--- src/rtl/fbus_pkg.sv ---
`timescale 1ns/1ps
package fbus_pkg;

   localparam int unsigned CTL_PINS = 5;

   typedef enum logic [2:0] {
      OP_RESET   = 3'd0,
      OP_STANDBY = 3'd1,
      OP_OUTDIS  = 3'd2,
      OP_ALATCH  = 3'd3,
      OP_READ    = 3'd4,
      OP_WRITE   = 3'd5
   } bus_op_e;

   typedef struct packed {
      logic ce_n;
      logic oe_n;
      logic we_n;
      logic le_n;
      logic rp_n;
   } bus_ctl_t;

   // idle pins: all strobes released, power-down asserted
   localparam bus_ctl_t CTL_IDLE = '{ce_n: 1'b1, oe_n: 1'b1, we_n: 1'b1,
                                     le_n: 1'b1, rp_n: 1'b0};

   function automatic bus_op_e decode_op(input bus_ctl_t c);
      bus_op_e r;
      if (!c.rp_n)      r = OP_RESET;
      else if (c.ce_n)  r = OP_STANDBY;
      else if (!c.oe_n) r = OP_READ;
      else if (!c.we_n) r = OP_WRITE;
      else if (!c.le_n) r = OP_ALATCH;
      else              r = OP_OUTDIS;
      return r;
   endfunction

endpackage

--- src/rtl/fbus_pin_filter.sv ---
`timescale 1ns/1ps
module fbus_pin_filter #(
   parameter int unsigned GLITCH_CYCLES = 3,
   parameter bit          RST_LEVEL     = 1'b1
) (
   input  logic clk,
   input  logic rst_n,
   input  logic pin_i,
   output logic level_o
);
   localparam int unsigned CW = $clog2(GLITCH_CYCLES + 1);

   generate
      if (GLITCH_CYCLES < 2) begin : g_bad_len
         $error("fbus_pin_filter: GLITCH_CYCLES must be 2 or more");
      end
   endgenerate

   logic [1:0]    sync_q;
   logic [CW-1:0] run_q;

   always_ff @(posedge clk or negedge rst_n) begin
      if (!rst_n) begin
         sync_q  <= {2{RST_LEVEL}};
         run_q   <= '0;
         level_o <= RST_LEVEL;
      end else begin
         sync_q <= {sync_q[0], pin_i};
         if (sync_q[1] == level_o) begin
            run_q <= '0;
         end else if (run_q == CW'(GLITCH_CYCLES - 1)) begin
            level_o <= sync_q[1];
            run_q   <= '0;
         end else begin
            run_q <= run_q + CW'(1);
         end
      end
   end


   level_hold_chk: assert property (@(posedge clk) disable iff (!rst_n)
      !$stable(level_o) |-> ($past(sync_q[1]) == level_o) && ($past(sync_q[1], 2) == level_o));

endmodule

--- src/rtl/fbus_delay_line.sv ---
`timescale 1ns/1ps
module fbus_delay_line #(
   parameter int unsigned WIDTH  = 16,
   parameter int unsigned STAGES = 4
) (
   input  logic             clk,
   input  logic             rst_n,
   input  logic [WIDTH-1:0] din,
   output logic [WIDTH-1:0] dout
);
   // two synchronizing stages followed by the alignment stages
   localparam int unsigned DEPTH = STAGES + 2;

   generate
      if (WIDTH == 0) begin : g_bad_width
         $error("fbus_delay_line: WIDTH must be nonzero");
      end
   endgenerate

   logic [WIDTH-1:0] stg_q [DEPTH];

   generate
      for (genvar i = 0; i < DEPTH; i++) begin : g_stage
         if (i == 0) begin : g_head
            always_ff @(posedge clk or negedge rst_n) begin
               if (!rst_n) stg_q[i] <= '0;
               else        stg_q[i] <= din;
            end
         end else begin : g_body
            always_ff @(posedge clk or negedge rst_n) begin
               if (!rst_n) stg_q[i] <= '0;
               else        stg_q[i] <= stg_q[i-1];
            end
         end
      end
   endgenerate

   assign dout = stg_q[DEPTH-1];

endmodule

--- src/rtl/fbus_wr_capture.sv ---
`timescale 1ns/1ps
module fbus_wr_capture import fbus_pkg::*; #(
   parameter int unsigned ADDR_W = 22,
   parameter int unsigned DATA_W = 16
) (
   input  logic              clk,
   input  logic              rst_n,
   input  bus_ctl_t          ctl_i,
   input  logic              busy_i,
   input  logic [ADDR_W-1:0] addr_i,
   input  logic [DATA_W-1:0] data_i,
   output logic              wr_valid_o,
   output logic [ADDR_W-1:0] wr_addr_o,
   output logic [DATA_W-1:0] wr_data_o,
   output logic              abort_o
);
   logic              armed_q;
   logic [ADDR_W-1:0] lat_q;
   logic              le_d_q;
   logic              rp_d_q;
   logic              write_phase;
   logic              write_close;
   logic              le_rise;

   assign write_phase = !ctl_i.ce_n && !ctl_i.we_n && ctl_i.oe_n && ctl_i.rp_n;
   assign write_close = armed_q && !write_phase && ctl_i.rp_n && (ctl_i.ce_n || ctl_i.we_n);
   assign le_rise     = ctl_i.le_n && !le_d_q && !ctl_i.ce_n;

   always_ff @(posedge clk or negedge rst_n) begin
      if (!rst_n) begin
         armed_q    <= 1'b0;
         wr_valid_o <= 1'b0;
         wr_addr_o  <= '0;
         wr_data_o  <= '0;
         lat_q      <= '0;
         le_d_q     <= CTL_IDLE.le_n;
         rp_d_q     <= CTL_IDLE.rp_n;
         abort_o    <= 1'b0;
      end else begin
         armed_q    <= write_phase;
         wr_valid_o <= write_close;
         if (write_close) begin
            wr_addr_o <= ctl_i.le_n ? lat_q : addr_i;
            wr_data_o <= data_i;
         end
         if (le_rise) lat_q <= addr_i;
         le_d_q  <= ctl_i.le_n;
         rp_d_q  <= ctl_i.rp_n;
         abort_o <= !ctl_i.rp_n && rp_d_q && busy_i;
      end
   end


   strobe_single_chk: assert property (@(posedge clk) disable iff (!rst_n)
      wr_valid_o |=> !wr_valid_o);


   strobe_no_reset_chk: assert property (@(posedge clk) disable iff (!rst_n)
      wr_valid_o |-> $past(ctl_i.rp_n));


   latch_ce_chk: assert property (@(posedge clk) disable iff (!rst_n)
      !$stable(lat_q) |-> !$past(ctl_i.ce_n));


   abort_single_chk: assert property (@(posedge clk) disable iff (!rst_n)
      abort_o |=> !abort_o);


   abort_busy_chk: assert property (@(posedge clk) disable iff (!rst_n)
      abort_o |-> $past(busy_i));

endmodule

--- src/rtl/fbus_front.sv ---
`timescale 1ns/1ps
module fbus_front import fbus_pkg::*; #(
   parameter int unsigned ADDR_W        = 22,
   parameter int unsigned DATA_W        = 16,
   parameter int unsigned GLITCH_CYCLES = 3
) (
   input  logic              clk,
   input  logic              rst_n,
   input  logic              ce_n,
   input  logic              oe_n,
   input  logic              we_n,
   input  logic              le_n,
   input  logic              rp_n,
   input  logic [ADDR_W-1:0] addr_i,
   input  logic [DATA_W-1:0] dq_i,
   input  logic              busy_i,
   input  logic [DATA_W-1:0] rd_data_i,
   output logic [DATA_W-1:0] dq_out,
   output logic              dq_oe,
   output logic [2:0]        op_state,
   output logic              low_power,
   output logic              wr_valid,
   output logic [ADDR_W-1:0] wr_addr,
   output logic [DATA_W-1:0] wr_data,
   output logic              abort
);
   // pins move 2 sync + GLITCH_CYCLES filter + 1 decode cycles; bus words follow
   localparam int unsigned ALIGN_STAGES = GLITCH_CYCLES + 1;
   localparam logic [CTL_PINS-1:0] IDLE_VEC = CTL_IDLE;

   generate
      if (ADDR_W == 0 || DATA_W == 0) begin : g_bad_bus
         $error("fbus_front: ADDR_W and DATA_W must be nonzero");
      end
      if (GLITCH_CYCLES < 2) begin : g_bad_filter
         $error("fbus_front: GLITCH_CYCLES must be 2 or more");
      end
   endgenerate

   bus_ctl_t            raw_ctl;
   bus_ctl_t            flt_ctl;
   logic [CTL_PINS-1:0] raw_vec;
   logic [CTL_PINS-1:0] flt_vec;
   logic [ADDR_W-1:0]   addr_al;
   logic [DATA_W-1:0]   data_al;
   bus_op_e             cur_op;

   assign raw_ctl = '{ce_n: ce_n, oe_n: oe_n, we_n: we_n, le_n: le_n, rp_n: rp_n};
   assign raw_vec = raw_ctl;

   generate
      for (genvar p = 0; p < CTL_PINS; p++) begin : g_pin
         fbus_pin_filter #(
            .GLITCH_CYCLES (GLITCH_CYCLES),
            .RST_LEVEL     (IDLE_VEC[p])
         ) u_filt (
            .clk     (clk),
            .rst_n   (rst_n),
            .pin_i   (raw_vec[p]),
            .level_o (flt_vec[p])
         );
      end
   endgenerate

   assign flt_ctl = bus_ctl_t'(flt_vec);

   fbus_delay_line #(.WIDTH(ADDR_W), .STAGES(ALIGN_STAGES)) u_addr_dly (
      .clk   (clk),
      .rst_n (rst_n),
      .din   (addr_i),
      .dout  (addr_al)
   );

   fbus_delay_line #(.WIDTH(DATA_W), .STAGES(ALIGN_STAGES)) u_data_dly (
      .clk   (clk),
      .rst_n (rst_n),
      .din   (dq_i),
      .dout  (data_al)
   );

   assign cur_op    = decode_op(flt_ctl);
   assign op_state  = cur_op;
   assign dq_oe     = (cur_op == OP_READ);
   assign dq_out    = dq_oe ? rd_data_i : '0;
   assign low_power = (cur_op == OP_RESET) || ((cur_op == OP_STANDBY) && !busy_i);

   fbus_wr_capture #(.ADDR_W(ADDR_W), .DATA_W(DATA_W)) u_cap (
      .clk        (clk),
      .rst_n      (rst_n),
      .ctl_i      (flt_ctl),
      .busy_i     (busy_i),
      .addr_i     (addr_al),
      .data_i     (data_al),
      .wr_valid_o (wr_valid),
      .wr_addr_o  (wr_addr),
      .wr_data_o  (wr_data),
      .abort_o    (abort)
   );


   op_code_chk: assert property (@(posedge clk) disable iff (!rst_n)
      op_state <= 3'd5);


   drive_quiet_chk: assert property (@(posedge clk) disable iff (!rst_n)
      dq_oe |-> !low_power);


   stby_busy_chk: assert property (@(posedge clk) disable iff (!rst_n)
      (op_state == 3'd1 && busy_i) |-> !low_power);


   abort_in_reset_chk: assert property (@(posedge clk) disable iff (!rst_n)
      abort |-> op_state == 3'd0);

endmodule

--- config.mk ---
export PLATFORM = sky130hd
export DESIGN_NAME = fbus_front
export DESIGN_NICKNAME = d
export VERILOG_FILES = /design/src/rtl/fbus_pkg.sv /design/src/rtl/fbus_pin_filter.sv /design/src/rtl/fbus_delay_line.sv /design/src/rtl/fbus_wr_capture.sv /design/src/rtl/fbus_front.sv
export SDC_FILE = /design/constraint.sdc
export NUM_CORES = 1
export LEC_CHECK = 0
export BUFFER_PORTS_ARGS = -buffer_cell sky130_fd_sc_hd__buf_4
export CAP_MARGIN = 25
export CORE_UTILIZATION = 60
export CTS_CLUSTER_DIAMETER = 30
export DETAILED_ROUTE_END_ITERATION = 7
export PLACE_DENSITY_LB_ADDON = 0.05
export SYNTH_ARGS = -nofsm -noshare
export SYNTH_HDL_FRONTEND = slang
export SYNTH_SLANG_ARGS = --single-unit
--- constraint.sdc ---
create_clock -name clk -period 2.4 [get_ports clk]
set_input_delay 0.48 -clock clk [delete_from_list [all_inputs] [get_ports clk]]
set_output_delay 0.48 -clock clk [all_outputs]
set_load 0.01 [all_outputs]
======== Word-level counts from Yosys, hierarchy flattened ========
Cells that the tools add are included.
storage, ports and cells
  logic and storage cells ................. 99
  input port bits ......................... 62
  register bits ........................... 318
cells by class
  equality and inequality tests ........... 12
  bitwise operators ....................... 5
  add/subtract/negate cells ............... 5
  mux-type cells .......................... 17
  reductions and logical operators ........ 25
operators with widths
  operator               count
  $mux W22               1
  $mux W2                10
  $mux W16               1
  $mux W3                4
  $logic_and A1 B1 Y1    11
  $add A2 B1 Y2 const B  5
  $eq A2 B2 Y1 const B   5
  $reduce_and A2 Y1      5
  $logic_not A1 Y1       6
  $eq A1 B1 Y1           5
  $not A1 Y1             5
  $eq A3 B1 Y1 const B   1
  $eq A3 B3 Y1 const B   1
  $logic_not A3 Y1       1
  $logic_or A1 B1 Y1     2
  $mux W1                1

======== Depth between registers and ports, before layout ========
  depth after elaboration ................. 8
  gate-level depth with buffers ........... 5

======== Modules after synthesis ========
A second synthesis with hierarchy kept.
unflattened totals
  cells, all modules ...................... 504
  area, all modules ....................... 9766.9 um^2
modules (own cells, without submodules)
  module                                  cells an instance  times used  area an instance (um^2)
  fbus_delay_line at u_addr_dly           154                1           3468.3
  fbus_wr_capture                         162                1           2693.8
  fbus_delay_line at u_data_dly           112                1           2522.4
  fbus_pin_filter at g_pin[1].u_filt ...  10                 4           178.9
  fbus_front                              26                 1           191.4
  fbus_pin_filter at g_pin[0].u_filt      10                 1           175.2

======== Least setup slack after synthesis ========
Ideal clock, no wire load.
  path kind ............................... reg2out
  start point ............................. reg g_pin[1].u_filt.level_o
  end point ............................... out op_state[0]
  arrival time ............................ 1189 ps
  stages on the path, launching flop included .. 5
  setup slack ............................. 731 ps
  data required time ...................... 1920 ps
  cells stage by stage .................... dfstp_2 -> buf_2 -> buf_2 -> a21boi_0 -> o21a_1
on the way
  word-level cells in the longest chain between the ends .. 5
ends and longest elaborated chain
  item                    line                   source
  start, declared         fbus_pin_filter.sv:9   output logic level_o
  start signal, assigned  fbus_pin_filter.sv:32  level_o <= sync_q[1];
  $mux W1                 fbus_pkg.sv:33         else if (!c.le_n) r = OP_ALATCH;
  $mux W3                 fbus_pkg.sv:32         else if (!c.we_n) r = OP_WRITE;
  $mux W3                 fbus_pkg.sv:31         else if (!c.oe_n) r = OP_READ;
  $mux W3                 fbus_pkg.sv:30         else if (c.ce_n) r = OP_STANDBY;
  $mux W3                 fbus_pkg.sv:29         if (!c.rp_n) r = OP_RESET;
  end, declared           fbus_front.sv:20       output logic [2:0] op_state,
No other way between the ends.

======== Final worst setup path ========
  start point ............................. reg g_pin[0].u_filt.level_o
  end point ............................... out dq_out[7]
on the way
  word-level cells in the longest chain between the ends .. 3
ends and longest elaborated chain
  item                    line                   source
  start, declared         fbus_pin_filter.sv:9
  start signal, assigned  fbus_pin_filter.sv:32
  $mux W3                 fbus_pkg.sv:29
  $eq A3 B3 Y1            fbus_front.sv:83       assign dq_oe = (cur_op == OP_READ);
  $mux W16                fbus_front.sv:84       assign dq_out = dq_oe ? rd_data_i : '0;
  end, declared           fbus_front.sv:18       output logic [DATA_W-1:0] dq_out,
No other way between the ends.

==> metrics.md <==
| Metric | Value |
|---|---|
| R2R Path End | u_cap.wr_addr_o[8] |
| Layout cells sized above 1 | 47.1% |
| Crit path to | dq_out[7] |
| CP bufs+invs | 2 |
| Drc violations | 0 |
| Asr flop ratio synth | 100% |
| TritonCTS clock tree | built |
| Critical Path, Cell by Cell | nor3b_4 > buf_12 > and2_1 > buf_4 |
| Final core utilization | 81.1% |
| Synth Instances | 468 |
| Number of fill cells | 736 |
| Hold Crit Class | primary input to flip-flop |
| Slew Viols, Final | 0 |
| Initial Util | 61.7% |
| CTS buffer count | 46 |
| Status | complete, no violations |
| Setup WS pre-CTS | 0.418 ns |
| Hold Slack | 0.0550 ns |
| Root Buffer Master | clkbuf_16 |
| VDD IR max | 0.000701 V |
| Nets | 705 |
| GP Congestion | 0.700 |
| Setup ws final | 0.166 ns |
| First-pass GRT wire length | 26,200 µm |
| Drt wl/cell | 17.8 µm |
| Largest cells by area after synthesis | dfrtp_1 (81%), mux2_2 (9.2%), dfstp_2 (3.6%), mux2_4 (1.4%), and2_1 (1.1%) |
| Critical Path AT | 1.75 ns |
| Mean post-synth cell area | 20.1 µm² |
| Power Dens Cells | 1320 nW/µm² |
| Synth top area share | 81.1% |
| Total gr overflow | 0 |
| Period utilization | 93.1% |
| Critical path depth | 4 |
| Unrepaired setup endpoints after global routing | no |
| Register bit count reported by yosys | 318 |
| Total track usage | 21.8% |
| CTS Sinks | 318 |
| Sequential area share after synthesis | 84.7% |
| Slowest stage delay, CP | 0.53 ns |
| Antenna Cells | 0 |
| Max Clock Skew | 0.0273 ns |
| Via Count | 4,329 |
| Required @ worst endpoint | 1.92 ns |
| Post-synth EDFFs | 0 |
| Largest net degree at the start of global routing | 79 |
| I/O Pins | 123 |
| Synth area leader | dfrtp_1 |
| Clock transition at the registers of the reported paths | 0.05 ns |
| Drt pass-1 iters | 4 |
| Pleak | 5.86 nW |
| CP startpoint kind | flip-flop |
| DRT Wirelength | 15,900 µm |
| DP Area | 10,700 µm² |
| Setup TNS | 0 ns |
| Core area | 15,300 µm² |
| Most common cell in the synthesized netlist | dfrtp_1 |
| Worst R2R Start | g_pin[1].u_filt.level_o |
| Worst Setup SP | g_pin[0].u_filt.level_o |
| I/O Buffers | 122 |
| Critical Path Sink Type | output port |
| H-tree depth | 2 |
| Die Area | 16,200 µm² |
| Min cycle time layout | 2.23 ns |
| Post-synth cell types | 25 |
| Final Cell Area | 12,400 µm² |
| Crit Path Category | flip-flop to output port |
| Vias per cell | 4.86 |
| Setup violators final | 0 |
| Yosys warns | 0 |
| Worst Reg-to-Reg Cells | 3 |
| Vias in the first global route | 5,046 |
| Area Overhead vs Synth | 31.5% |
| Initial antenna violation count | 0 |
| Post-synth top cells | dfrtp_1 (305), mux2_2 (77), and2_1 (16) |
| CP delay by family, top | flip-flops |
| Max stage delay cell, worst path | dfrtp_1 |
| Die Span Y | 127 µm |
| Number of DRC markers in iteration 0 | 157 |
| Clk buf depth | 3 |
| Max Clk Rate | 448 MHz |
| Max cap viols | 0 |
| Clock latency on the worst-skew pair | 0.53 ns |
| Most common flop cell mapped by yosys | dfrtp_1 |
| Post-synth net total | 530 |
| Slew @ Worst Pin | 0.601 ns |
| Routed Antenna Nets | 0 |
| CP max FO | 17 |
| Slew Limit Headroom | 59.9% |
| Hold Violations, Final | 0 |
| R2R Setup Slk | 0.60 ns |
| Placed wire-length estimate | 8020 µm |
| Rows | 45 |
| Cell Area, Synth | 9410 µm² |
| Die X | 127 µm |
state kept, by name (all words and copies together) (netlist names):
signal and count:
u_cap.wr_addr_o 22, u_cap.rp_d_q 1, g_pin.u_filt.run_q 10, u_cap.wr_valid_o 1, u_cap.abort_o 1, g_pin.u_filt.level_o 5
u_cap.le_d_q 1, g_pin.u_filt.sync_q 10, u_data_dly.dout 16, u_cap.lat_q 22, u_cap.armed_q 1, u_addr_dly.dout 22
u_addr_dly.stg_q 110, u_cap.wr_data_o 16, u_data_dly.stg_q 80
metrics by stage:
| stage | power [W] | instances |
|---|---|---|
| 6_report | 0.0163 | 890 |
| 5_1_grt | 0.0170 | 890 |
| 4_1_cts | 0.0164 | 889 |
| 3_5_place_dp | 0.00927 | 804 |
| 3_3_place_gp | 0.00912 | 804 |
| 2_1_floorplan | 0.00812 | 468 |
placed cells by master (no fill, tap or decap), drive strengths merged, types with 8 or more instances in the layout:
cell type	netlist	final
buf	11	138
nor3b	8	8
clkbuf	1	55
mux2	87	87
inv	2	10
dfstp	13	13
dfrtp	305	305
and2	16	16
clkinv	0	11
bufinv	0	8
worst register-to-register path: stages, from the launching register on:
cell     delay, ns
dfstp_2       0.67
buf_4         0.35
mux2_2        0.39
mux2_2        0.27
cell families (layout without fill, tap and decap cells):
group,Yosys count,after routing,synth area share (%)
buffers and inverters,14,225,0.957
muxes,87,87,10.8
xor gates and xnor gates,5,5,0.465
DFF,318,318,84.7
AOI/OAI and AO/OA,5,5,0.399
and+or+nand+nor,39,39,2.70
where the power goes:
group	internal [W]	leakage, nW	switching (W)	total, W
combinational	0.00149	1.28	0.00103	0.00252
sequential	0.00623	3.77	0.000541	0.00677
clock	0.00460	0.806	0.00238	0.00698
total	0.0123	5.86	0.00395	0.0163
what timing repair did:
| action | 4_1_cts | 5_1_grt |
|---|---|---|
| gates cloned | 0 | 0 |
| buffers inserted | 0 | 1 |
| pin swaps | 0 | 0 |
| gates resized for setup | 1 | 0 |
| endpoints found under the hold margin | 66 | 0 |
| setup endpoints to repair | 17 | 16 |
| hold buffers | 1 | 0 |
layer usage:
layer | vias to the layer above | track usage (%) | wire, µm
li1 | 1904 | - | -
met1 | 2273 | 25.7 | 6000
met2 | 122 | 39.2 | 8830
met3 | 30 | 4.44 | 711
met4 | 0 | 9.31 | 327
met5 | - | 0 | 0
area by class of cell:
type / instances / area, µm² / share of cell area, %
Sequential cell: 318 / 7970 / 64.4
Multi-Input combinational cell: 136 / 1360 / 11.0
Clock buffer: 55 / 1250 / 10.1
Timing Repair Buffer: 139 / 1130 / 9.12
Clock inverter: 29 / 392 / 3.16
Tap cell: 211 / 264 / 2.13
Inverter: 2 / 7.51 / 0.0607
how the worst min path moves through the flow:
stage,slack (ns),start,to,cells after the start
3_5_place_dp,0.33,u_addr_dly.stg_q[36],u_addr_dly.dout[14],0
2_1_floorplan,0.18,rst_n,g_pin[0].u_filt.level_o,0
4_1_cts,0.04,addr_i[6],u_addr_dly.stg_q[116],1
5_1_grt,0.04,dq_i[9],u_data_dly.stg_q[89],1
3_3_place_gp,0.33,u_addr_dly.stg_q[27],u_addr_dly.dout[5],0
6_report,0.06,dq_i[5],u_data_dly.stg_q[85],1
(Power assumes the default switching activity.)
